<file path="config.mk">
export PLATFORM = sky130hd
export DESIGN_NAME = cflush_seq
export DESIGN_NICKNAME = d
export VERILOG_FILES = /design/src/rtl/cfs_pkg.sv /design/src/rtl/cfs_line_table.sv /design/src/rtl/cfs_irq_latch.sv /design/src/rtl/cfs_flush_ctrl.sv /design/src/rtl/cflush_seq.sv
export SDC_FILE = /design/constraint.sdc
export NUM_CORES = 1
export LEC_CHECK = 0
export BUFFER_PORTS_ARGS = -buffer_cell sky130_fd_sc_hd__buf_2
export CAP_MARGIN = 25
export CORE_ASPECT_RATIO = 1.2
export CORE_UTILIZATION = 36
export CTS_CLUSTER_DIAMETER = 150
export CTS_CLUSTER_SIZE = 16
export DETAILED_ROUTE_END_ITERATION = 10
export PLACE_DENSITY = 0.63
export REMOVE_ABC_BUFFERS = 1
export SLEW_MARGIN = 10
export SYNTH_ARGS = -nofsm -noshare
export SYNTH_HDL_FRONTEND = slang
export SYNTH_SLANG_ARGS = --single-unit
</file>
<file path="constraint.sdc">
create_clock -name clk -period 4.3 [get_ports clk]
set_input_delay 0.86 -clock clk [delete_from_list [all_inputs] [get_ports clk]]
set_output_delay 0.86 -clock clk [all_outputs]
set_load 0.02 [all_outputs]
</file>
<file path="src/rtl/cfs_pkg.sv">
// Shared types for the cache flush sequencer.
// Assumes: four edge-triggered interrupt sources, lowest code wins.
package cfs_pkg;
    typedef enum logic [2:0] {
        ST_IDLE,
        ST_SCAN,
        ST_WB_REQ,
        ST_WB_XFER,
        ST_INVAL,
        ST_ACK_WAIT,
        ST_ACK
    } fl_state_t;

    localparam int IRQ_N = 4;
    localparam logic [1:0] IRQ_NMI   = 2'd0;
    localparam logic [1:0] IRQ_INIT  = 2'd1;
    localparam logic [1:0] IRQ_SMI   = 2'd2;
    localparam logic [1:0] IRQ_FLUSH = 2'd3;
endpackage

</file>
<file path="src/rtl/cfs_line_table.sv">
// Valid/dirty table standing in for the cache tag array.
// A fill loads one line, a completed writeback clears one dirty bit,
// and invalidate-all clears every line in one cycle.
// Assumes: the caller blocks fills during a flush.
module cfs_line_table #(
    parameter int LINES = 16,
    localparam int IW = $clog2(LINES)
) (
    input  logic             clk,
    input  logic             rst_n,
    input  logic             fill_en,
    input  logic [IW-1:0]    fill_idx,
    input  logic             fill_dirty,
    input  logic             clr_en,
    input  logic [IW-1:0]    clr_idx,
    input  logic             inval_all,
    input  logic [IW-1:0]    probe_idx,
    output logic [LINES-1:0] valid_vec,
    output logic [LINES-1:0] dirty_vec,
    output logic             probe_valid,
    output logic             probe_dirty
);
    for (genvar g = 0; g < LINES; g++) begin : g_line
        // Per-line state update.
        always_ff @(posedge clk) begin
            if (!rst_n) begin
                valid_vec[g] <= 1'b0;
                dirty_vec[g] <= 1'b0;
            end else if (inval_all) begin
                valid_vec[g] <= 1'b0;
                dirty_vec[g] <= 1'b0;
            end else if (fill_en && fill_idx == IW'(g)) begin
                valid_vec[g] <= 1'b1;
                dirty_vec[g] <= fill_dirty;
            end else if (clr_en && clr_idx == IW'(g)) begin
                dirty_vec[g] <= 1'b0;
            end
        end
    end

    // Read-back port.
    always_comb begin
        probe_valid = valid_vec[probe_idx];
        probe_dirty = dirty_vec[probe_idx];
    end

    assert_dirty_needs_valid_R2: assert property (@(posedge clk) disable iff (!rst_n)
        (dirty_vec & ~valid_vec) == '0);
endmodule

</file>
<file path="src/rtl/cfs_irq_latch.sv">
// Edge detection, flush start gating and deferred interrupt replay.
// Edges seen during a flush are kept in a pending mask. With no flush
// running, one pending request is presented per cycle, lowest code first.
// Assumes: busy comes from the flush controller; en is low in float-test.
module cfs_irq_latch
    import cfs_pkg::*;
(
    input  logic             clk,
    input  logic             rst_n,
    input  logic             en,
    input  logic [IRQ_N-1:0] req,
    input  logic             busy,
    input  logic             stop_grant,
    output logic             start,
    output logic             irq_valid,
    output logic [1:0]       irq_id
);
    logic [IRQ_N-1:0] prev_q, pend_q, edges, clr_mask, new_pend;
    logic             hold_q, set_hold, dispatch;

    // Edge detect and pick of the highest-priority pending request.
    always_comb begin
        edges = req & ~prev_q;
        irq_id = '0;
        for (int i = IRQ_N - 1; i >= 0; i--) begin
            if (pend_q[i]) irq_id = 2'(i);
        end
        dispatch  = en && !busy && (pend_q != '0);
        irq_valid = dispatch;
        clr_mask  = dispatch ? (IRQ_N'(1) << irq_id) : '0;
        new_pend  = busy ? edges : (edges & ~(IRQ_N'(1) << IRQ_FLUSH));
        start     = en && hold_q && !busy && !stop_grant;
        set_hold  = (edges[IRQ_FLUSH] && !busy) || (dispatch && irq_id == IRQ_FLUSH);
    end

    // Previous input levels; a level held through reset is no edge.
    always_ff @(posedge clk) begin
        prev_q <= req;
    end

    // Pending mask and flush-hold bookkeeping.
    always_ff @(posedge clk) begin
        if (!rst_n) begin
            pend_q <= '0;
            hold_q <= 1'b0;
        end else if (en) begin
            pend_q <= (pend_q & ~clr_mask) | new_pend;
            hold_q <= start ? 1'b0 : (hold_q | set_hold);
        end
    end

    assert_no_irq_in_flush_R8: assert property (@(posedge clk) disable iff (!rst_n)
        irq_valid |-> !busy);
    assert_stopgrant_defers_R7: assert property (@(posedge clk) disable iff (!rst_n)
        (stop_grant && !busy) |=> !busy);
endmodule

</file>
<file path="src/rtl/cfs_flush_ctrl.sv">
// Flush sequencer. It scans the lines in order and writes back dirty ones
// through a request/grant handshake of WB_CYCLES transfer cycles. It then
// invalidates all lines and issues the acknowledge once the bus is free.
// Assumes: held is the OR of backoff, address-hold and hold-acknowledge.
module cfs_flush_ctrl
    import cfs_pkg::*;
#(
    parameter int LINES = 16,
    parameter int WB_CYCLES = 4,
    localparam int IW = $clog2(LINES),
    localparam int CW = (WB_CYCLES > 1) ? $clog2(WB_CYCLES) : 1
) (
    input  logic             clk,
    input  logic             rst_n,
    input  logic             en,
    input  logic             start,
    input  logic             held,
    input  logic             bus_gnt,
    input  logic [LINES-1:0] valid_vec,
    input  logic [LINES-1:0] dirty_vec,
    output logic             bus_req,
    output logic [IW-1:0]    wb_line,
    output logic             clr_en,
    output logic [IW-1:0]    clr_idx,
    output logic             inval_all,
    output logic             flush_ack,
    output logic             busy
);
    fl_state_t     st;
    logic [IW-1:0] idx;
    logic [CW-1:0] cnt;
    logic          last, xfer_end;

    // Output decode from the current state.
    always_comb begin
        last      = (idx == IW'(LINES - 1));
        xfer_end  = (cnt == CW'(WB_CYCLES - 1));
        bus_req   = en && (st == ST_WB_REQ || st == ST_WB_XFER) && !held;
        wb_line   = idx;
        clr_en    = en && st == ST_WB_XFER && !held && xfer_end;
        clr_idx   = idx;
        inval_all = en && st == ST_INVAL;
        flush_ack = en && st == ST_ACK;
        busy      = st != ST_IDLE;
    end

    // State, line index and transfer counter.
    always_ff @(posedge clk) begin
        if (!rst_n) begin
            st  <= ST_IDLE;
            idx <= '0;
            cnt <= '0;
        end else if (en) begin
            case (st)
                ST_IDLE: if (start) begin
                    st  <= ST_SCAN;
                    idx <= '0;
                end
                ST_SCAN: begin
                    if (dirty_vec[idx]) st <= ST_WB_REQ;
                    else if (last)      st <= ST_INVAL;
                    else                idx <= idx + 1'b1;
                end
                ST_WB_REQ: if (!held && bus_gnt) begin
                    st  <= ST_WB_XFER;
                    cnt <= '0;
                end
                ST_WB_XFER: begin
                    if (held) begin
                        st <= ST_WB_REQ;
                    end else if (xfer_end) begin
                        if (last) begin
                            st <= ST_INVAL;
                        end else begin
                            idx <= idx + 1'b1;
                            st  <= ST_SCAN;
                        end
                    end else begin
                        cnt <= cnt + 1'b1;
                    end
                end
                ST_INVAL:    st <= ST_ACK_WAIT;
                ST_ACK_WAIT: if (!held) st <= ST_ACK;
                ST_ACK:      st <= ST_IDLE;
                default:     st <= ST_IDLE;
            endcase
        end
    end

    assert_wb_only_dirty_R2: assert property (@(posedge clk) disable iff (!rst_n)
        clr_en |-> dirty_vec[clr_idx]);
    assert_no_inval_with_dirty_R6: assert property (@(posedge clk) disable iff (!rst_n)
        inval_all |-> (dirty_vec == '0));
    assert_ack_after_clear_R3: assert property (@(posedge clk) disable iff (!rst_n)
        flush_ack |-> (valid_vec == '0 && dirty_vec == '0));
endmodule

</file>
<file path="src/rtl/cflush_seq.sv">
// Top of the cache flush sequencer. Latches float-test mode during reset,
// merges the bus-takeaway inputs, and wires the table, the controller and
// the interrupt latch together. In float-test mode all outputs are quiet.
// Assumes: synchronous active-low reset; inputs are synchronous to clk.
module cflush_seq
    import cfs_pkg::*;
#(
    parameter int LINES = 16,
    parameter int WB_CYCLES = 4,
    localparam int IW = $clog2(LINES)
) (
    input  logic          clk,
    input  logic          rst_n,
    input  logic          flush_req,
    input  logic          smi_req,
    input  logic          init_req,
    input  logic          nmi_req,
    input  logic          stop_grant,
    input  logic          bus_boff,
    input  logic          bus_ahold,
    input  logic          bus_hlda,
    input  logic          bus_gnt,
    input  logic          fill_en,
    input  logic [IW-1:0] fill_idx,
    input  logic          fill_dirty,
    input  logic [IW-1:0] probe_idx,
    output logic          bus_req,
    output logic [IW-1:0] wb_line,
    output logic          flush_ack,
    output logic          flush_busy,
    output logic          irq_valid,
    output logic [1:0]    irq_id,
    output logic          probe_valid,
    output logic          probe_dirty,
    output logic          bus_oe,
    output logic          float_test
);
    logic             float_q, en, held, busy, start, fill_ok;
    logic             clr_en, inval_all, req_i, ack_i, irqv_i, pv_i, pd_i;
    logic [IW-1:0]    clr_idx, line_i;
    logic [1:0]       id_i;
    logic [LINES-1:0] valid_vec, dirty_vec;
    logic [IRQ_N-1:0] req_vec;

    // Float-test flag: sampled during reset, kept until the next reset.
    always_ff @(posedge clk) begin
        if (!rst_n) float_q <= flush_req;
    end

    // Glue: bus ownership, request vector and float gating.
    always_comb begin
        en      = !float_q;
        held    = bus_boff || bus_ahold || bus_hlda;
        fill_ok = fill_en && !busy && en;
        req_vec = '0;
        req_vec[IRQ_NMI]   = nmi_req;
        req_vec[IRQ_INIT]  = init_req;
        req_vec[IRQ_SMI]   = smi_req;
        req_vec[IRQ_FLUSH] = flush_req;
        bus_req     = req_i && en;
        wb_line     = en ? line_i : '0;
        flush_ack   = ack_i && en;
        flush_busy  = busy && en;
        irq_valid   = irqv_i && en;
        irq_id      = en ? id_i : '0;
        probe_valid = pv_i && en;
        probe_dirty = pd_i && en;
        bus_oe      = en;
        float_test  = float_q;
    end

    cfs_line_table #(.LINES(LINES)) u_table (
        .clk(clk), .rst_n(rst_n),
        .fill_en(fill_ok), .fill_idx(fill_idx), .fill_dirty(fill_dirty),
        .clr_en(clr_en), .clr_idx(clr_idx), .inval_all(inval_all),
        .probe_idx(probe_idx),
        .valid_vec(valid_vec), .dirty_vec(dirty_vec),
        .probe_valid(pv_i), .probe_dirty(pd_i)
    );

    cfs_flush_ctrl #(.LINES(LINES), .WB_CYCLES(WB_CYCLES)) u_ctrl (
        .clk(clk), .rst_n(rst_n), .en(en), .start(start), .held(held),
        .bus_gnt(bus_gnt), .valid_vec(valid_vec), .dirty_vec(dirty_vec),
        .bus_req(req_i), .wb_line(line_i), .clr_en(clr_en), .clr_idx(clr_idx),
        .inval_all(inval_all), .flush_ack(ack_i), .busy(busy)
    );

    cfs_irq_latch u_irq (
        .clk(clk), .rst_n(rst_n), .en(en), .req(req_vec), .busy(busy),
        .stop_grant(stop_grant), .start(start),
        .irq_valid(irqv_i), .irq_id(id_i)
    );

    assert_float_sticky_R10: assert property (@(posedge clk) disable iff (!rst_n)
        float_test |=> float_test);
    assert_float_quiet_R10: assert property (@(posedge clk) disable iff (!rst_n)
        float_test |-> (!bus_req && !flush_busy && !irq_valid && !flush_ack));
endmodule

</file>
## After elaboration in Yosys (flattened, before gate mapping)

Cells that the tools add are included.
W data, S select, Z words.

| storage, ports and cells | value |
|---|---|
| flip-flop bits (word level) | 51 |
| input bits | 21 |
| output and inout port bits | 14 |
| logic and storage cells | 255 |

| cells by class | value |
|---|---|
| add/sub/neg operators | 2 |
| order comparisons | 2 |
| equal/unequal tests | 47 |
| shifts and indexed selects | 1 |
| muxes and demuxes | 66 |
| bitwise gates (word level) | 8 |
| reductions and logical operators | 90 |

Operators by type and width:

| kind | number |
|---|---|
| $eq A4 B4 Y1 const B | 16 |
| $logic_and A1 B1 Y1 | 55 |
| $mux W1 | 36 |
| $reduce_bool A2 Y1 | 17 |
| $eq A4 B3 Y1 const B | 8 |
| $mux W4 | 8 |
| $mux W3 | 8 |
| $pmux W3 S6 | 1 |
| $eq A4 B2 Y1 const B | 4 |
| $mux W2 | 8 |
| $bmux W1 S4 | 3 |
| $pmux W4 S3 | 1 |
| $reduce_and A6 Y1 | 2 |
| $lt A4 B5 Y1 const B | 2 |
| $ne A2 B2 Y1 const B | 5 |
| $eq A3 B3 Y1 const B | 3 |
| $and A4 B4 Y4 | 2 |
| $eq A4 B1 Y1 const B | 2 |
| $logic_not A4 Y1 | 2 |
| $not A4 Y4 | 2 |
| $eq A3 B2 Y1 const B | 2 |
| $ne A3 B1 Y1 const B | 2 |
| $reduce_bool A3 Y1 | 2 |
| $reduce_and A5 Y1 | 1 |
| 15 further kinds | 24 |

## Depth between registers and ports, before layout

| logic depth | value |
|---|---|
| depth after elaboration | 9 |
| depth in mapped cells | 7 |
| depth with buffers taken out | 6 |

## Modules after synthesis

A second synthesis with hierarchy kept.

| second synthesis, totals | value |
|---|---|
| cell total of the unflattened synthesis | 328 |
| area, all modules | 2916.5 um2 |

Modules (own cells, without submodules):

| module | times used | cells each | area each (um2) | seq. area each (um2) |
|---|---|---|---|---|
| cfs_line_table | 1 | 169 | 1574.0 | 640.6 |
| cfs_flush_ctrl | 1 | 103 | 834.6 | 180.2 |
| cfs_irq_latch | 1 | 38 | 364.1 | 180.2 |
| cflush_seq | 1 | 18 | 143.9 | 30.0 |

## Worst setup path after synthesis

No wires, ideal clock.

| path | value |
|---|---|
| path type | input to output |
| from | input port probe_idx[0] |
| to | output port probe_dirty |
| arrival | 2.464 ns |
| data required time | 3.440 ns |
| path slack | 0.976 ns |
| cell stages on the path | 4 |
| path buffers | 1 |
| cell sequence | clkbuf_1 mux4_2 mux4_2 and2_1 |

| between the ends | value |
|---|---|
| word-level cells in the longest chain between the ends | 3 |

Ends and longest elaborated chain:

| element | RTL line | RTL |
|---|---|---|
| from (decl) | cflush_seq.sv:26 | `input logic [IW-1:0] probe_idx,` |
| $bmux W1 S4 | cfs_line_table.sv:44 | `probe_dirty = dirty_vec[probe_idx];` |
| $mux W1 (implied by the code) | cfs_line_table.sv:44 |  |
| $logic_and A1 B1 Y1 | cflush_seq.sv:67 | `probe_dirty = pd_i && en;` |
| to (decl) | cflush_seq.sv:34 | `output logic probe_dirty,` |

Every way passes these cells. The select of a mux whose other input is x is not followed.

## Worst setup path after layout

| path | value |
|---|---|
| from | input port probe_idx[0] |
| to | output port probe_valid |

| between the ends | value |
|---|---|
| word-level cells in the longest chain between the ends | 3 |

Ends and longest elaborated chain:

| element | RTL line | RTL |
|---|---|---|
| $bmux W1 S4 | cfs_line_table.sv:43 | `probe_valid = valid_vec[probe_idx];` |
| $mux W1 (implied by the code) | cfs_line_table.sv:43 |  |
| $logic_and A1 B1 Y1 | cflush_seq.sv:66 | `probe_valid = pv_i && en;` |
| to (decl) | cflush_seq.sv:33 | `output logic probe_valid,` |

Every way passes these cells. The select of a mux whose other input is x is not followed.

==> flow_summary_export.csv <==
group,metric,value,unit
status,status,"finished, final reports clean",
global_route,grt_pass1_vias,2451,
detailed_routing,postRouteAntennaNets,0,
placed_design,place.gp.congestion,0.830,
global_route,antenna_found_initial,0,
detailed_routing,drc,0,
sta,period_minus_slack,3.34,ns
logic_synthesis,ys_seq_area_share,35.8,%
floorplanning,rows,35,
pwr,swShare,25.5,%
sta,setup_ws,0.958,ns
clock_network,cts_setup_buffers,0,
global_route,grt_first_pass_wirelength,11500,um
global_route,grtUsageMet1,21.1,%
clock_network,cts_max_level,2,
pwr,p_clk_share,36.7,%
logic_synthesis,ys.warnings.count,0,
sta,setup_viol,0,
detailed_routing,viasPerCell,5.62,
layout,syn_to_final_growth,10.7,%
sta,slew-limit-headroom,49.4,%
layout,drive_gt1_share,21.0,%
logic_synthesis,yosysMostFrequentCell,"nor2_1",
detailed_routing,wirelength,7000,um
detailed_routing,first_pass_iters,4,
clock_network,worstSkewPairLatency,0.31,ns
global_route,grt.busiest_layer,"met2",
global_route,use_met2,29.8,%
sta,tightest_slew,0.752,ns
pwr,p_leak,1.17,nW
clock_network,root_buffer,"clkbuf_8",
critical_path,cp.arrival,2.48,ns
pwr,power_frac_comb,9.7,%
floorplanning,die_h,99.9,um
logic_synthesis,synth_cells,320,
sta,tns,0,ns
detailed_routing,wl_per_cell,15.9,um
floorplanning,start_util,37.3,%
clock_network,cts-resized-gates,0,
global_route,grt_max_degree,22,
floorplanning,ios,35,
placed_design,port_buffers,34,
global_route,gr-usage-all-layers,17.0,%
floorplanning,die_area,8360,um2
logic_synthesis,synth.avg_cell_area,8.99,um2
clock_network,hold_buffers,0,
layout,fin_nets,372,
floorplanning,fp.dieW,83.6,um
critical_path,path_max_fanout,8,
logic_synthesis,post_synth_num_cell_types,52,
clock_network,cts_tree,"built",
pwr,p_int,684,uW
sta,clock_skew,0.0110,ns
placed_design,dp.cells,431,
placed_design,hpwl,5280,um
critical_path,path_cells,"buf_2 > mux4_2 > mux4_2 > and2_1 > buf_2",
logic_synthesis,synthArstFlopShare,0,%
logic_synthesis,synth_top_area_cell,"dfxtp_1",
logic_synthesis,dominantRegCellSynth,"dfxtp_1",
critical_path,path_buf_inv,2,
critical_path,cp-end-kind,"output port",
logic_synthesis,synth.area.top_cells,"dfxtp_1, mux4_2, nor2_1",
sta,fmax,0.299,GHz
floorplanning,core_area,7710,um2
pwr,ir_drop,0.168,mV
clock_network,numCtsBuffers,5,
logic_synthesis,synth_edf_count,1,
sta,drv_slew,0,
logic_synthesis,netlist_area,2880,um2
pwr,pwr-share-seq,53.6,%
detailed_routing,drt_iter0_markers,114,
pwr,power-per-cell-area,288,nW/um2
critical_path,crit_slowest_cell,"mux4_2",
sta,final_hold_viol_count,0,
sta,whs,0.454,ns
clock_network,cts.path.max_buffers,2,
clock_network,cts.sinks,51,
layout,num_antenna_cells,0,
detailed_routing,vias,2467,
logic_synthesis,synth_top_area_share,34.8,%
sta,rsz0062_at_grt,"no",
clock_network,path_clk_slew,0.10,ns
layout,fin_cells,439,
global_route,globalRouteOverflowTotal,0,
sta,final.period_utilization,77.7,%
critical_path,crit_type,"in2out",
logic_synthesis,ys_ff_latch,51,
logic_synthesis,synthTopCellsByCount,"nor2_1, dfxtp_1, a21oi_1",
worst_hold_path,hold_path.class,"reg2reg",
critical_path,crit_family,"multiplexers",
critical_path,start_kind,"input port",
placed_design,preCtsSetupSlack,0.962,ns
critical_path,cp_slowest_stage_delay,0.54,ns
critical_path,cp.required,3.44,ns
global_route,grt.met3_usage,2.80,%
pwr,power_switching,234,uW
job,drv_cap,0,
[metal layers]
metal  up-vias  part of all wire, %  routed length [um]
met5         -                    0                   0
met4         0                  2.1                 146
met3        15                  4.5                 315
met2        79                   48                3340
met1      1157                   46                3190
li1       1216                    -                   -
[final timing paths]
kind                                                   startpoint                           endpoint  slack [ns]  cells after the start
worst max-delay path                                 probe_idx[0]                        probe_valid        0.96                      5
worst min-delay path            u_table.valid_vec[3]$_SDFFE_PP0P_  u_table.valid_vec[3]$_SDFFE_PP0P_        0.45                      2
worst max register to register               float_test$_DFFE_PN_  u_table.dirty_vec[4]$_SDFFE_PP0P_        1.63                      5
worst min register to register  u_table.valid_vec[3]$_SDFFE_PP0P_  u_table.valid_vec[3]$_SDFFE_PP0P_        0.45                      2
[registers in the layout (all words and copies together), names as in the netlist]
signal,cells
u_table.dirty_vec,16
u_irq.hold_q,1
u_irq.prev_q,4
u_table.valid_vec,16
u_ctrl.clr_idx,4
u_irq.pend_q,4
float_test,1
u_ctrl.cnt,2
u_ctrl.st,3
[power by group through the flow]
stage | sequential, mW | clock [mW] | combinational, mW
global route | 0.494 | 0.360 | 0.0969
global placement | 0.503 | 0 | 0.0854
finish | 0.493 | 0.337 | 0.0888
floorplan | 0.501 | 0 | 0.0482
detailed placement | 0.503 | 0 | 0.0876
CTS | 0.493 | 0.345 | 0.0881
[final cells by class]
class	count	area, um2
inverters	11	41.3
multi-input cells	241	1690
fillers	790	4520
repair buffers	36	193
clock inverters	1	8.76
flip-flops and latches	51	1030
clock buffers	7	108
well taps	92	115
[worst reg2reg max path: cells and delay by family (launching register included)]
family           cells  cell delay (ns)
multiplexers         1             0.23
AND/OR/NAND/NOR      4             1.69
flip-flops           1             0.64
[cells in the final DEF, fill, tap and decap left out, drive strengths merged, types with 3 or more instances in the layout]
cell type / instances
clkbuf: 7
o21ai: 8
nand2: 27
or2: 5
mux2i: 8
buf: 36
and2: 4
nor3b: 4
ha: 5
nor2b: 5
o31ai: 3
dfxtp: 50
o221ai: 6
nor3: 6
nand3: 10
nand4: 8
nand2b: 6
nor2: 57
mux4: 14
inv: 12
a21oi: 31
[cells by family after synthesis]
family,Yosys count,synth area share (%)
buf+inv,28,5.91
mux,24,15.3
simple gates,145,25.5
compound gates,67,15.3
fa+ha+maj,5,2.17
flops,51,35.8
[stage by stage]
| step | power, mW | instance area, um2 | util, % |
|---|---|---|---|
| CTS | 0.925 | 3190 | 41.3 |
| global placement | 0.588 | 3060 | 39.6 |
| detailed placement | 0.591 | 3070 | 39.8 |
| global route | 0.951 | 3190 | 41.3 |
| finish | 0.918 | 3190 | 41.3 |
| floorplan | 0.549 | 2750 | - |
(Power assumes the default switching activity.)
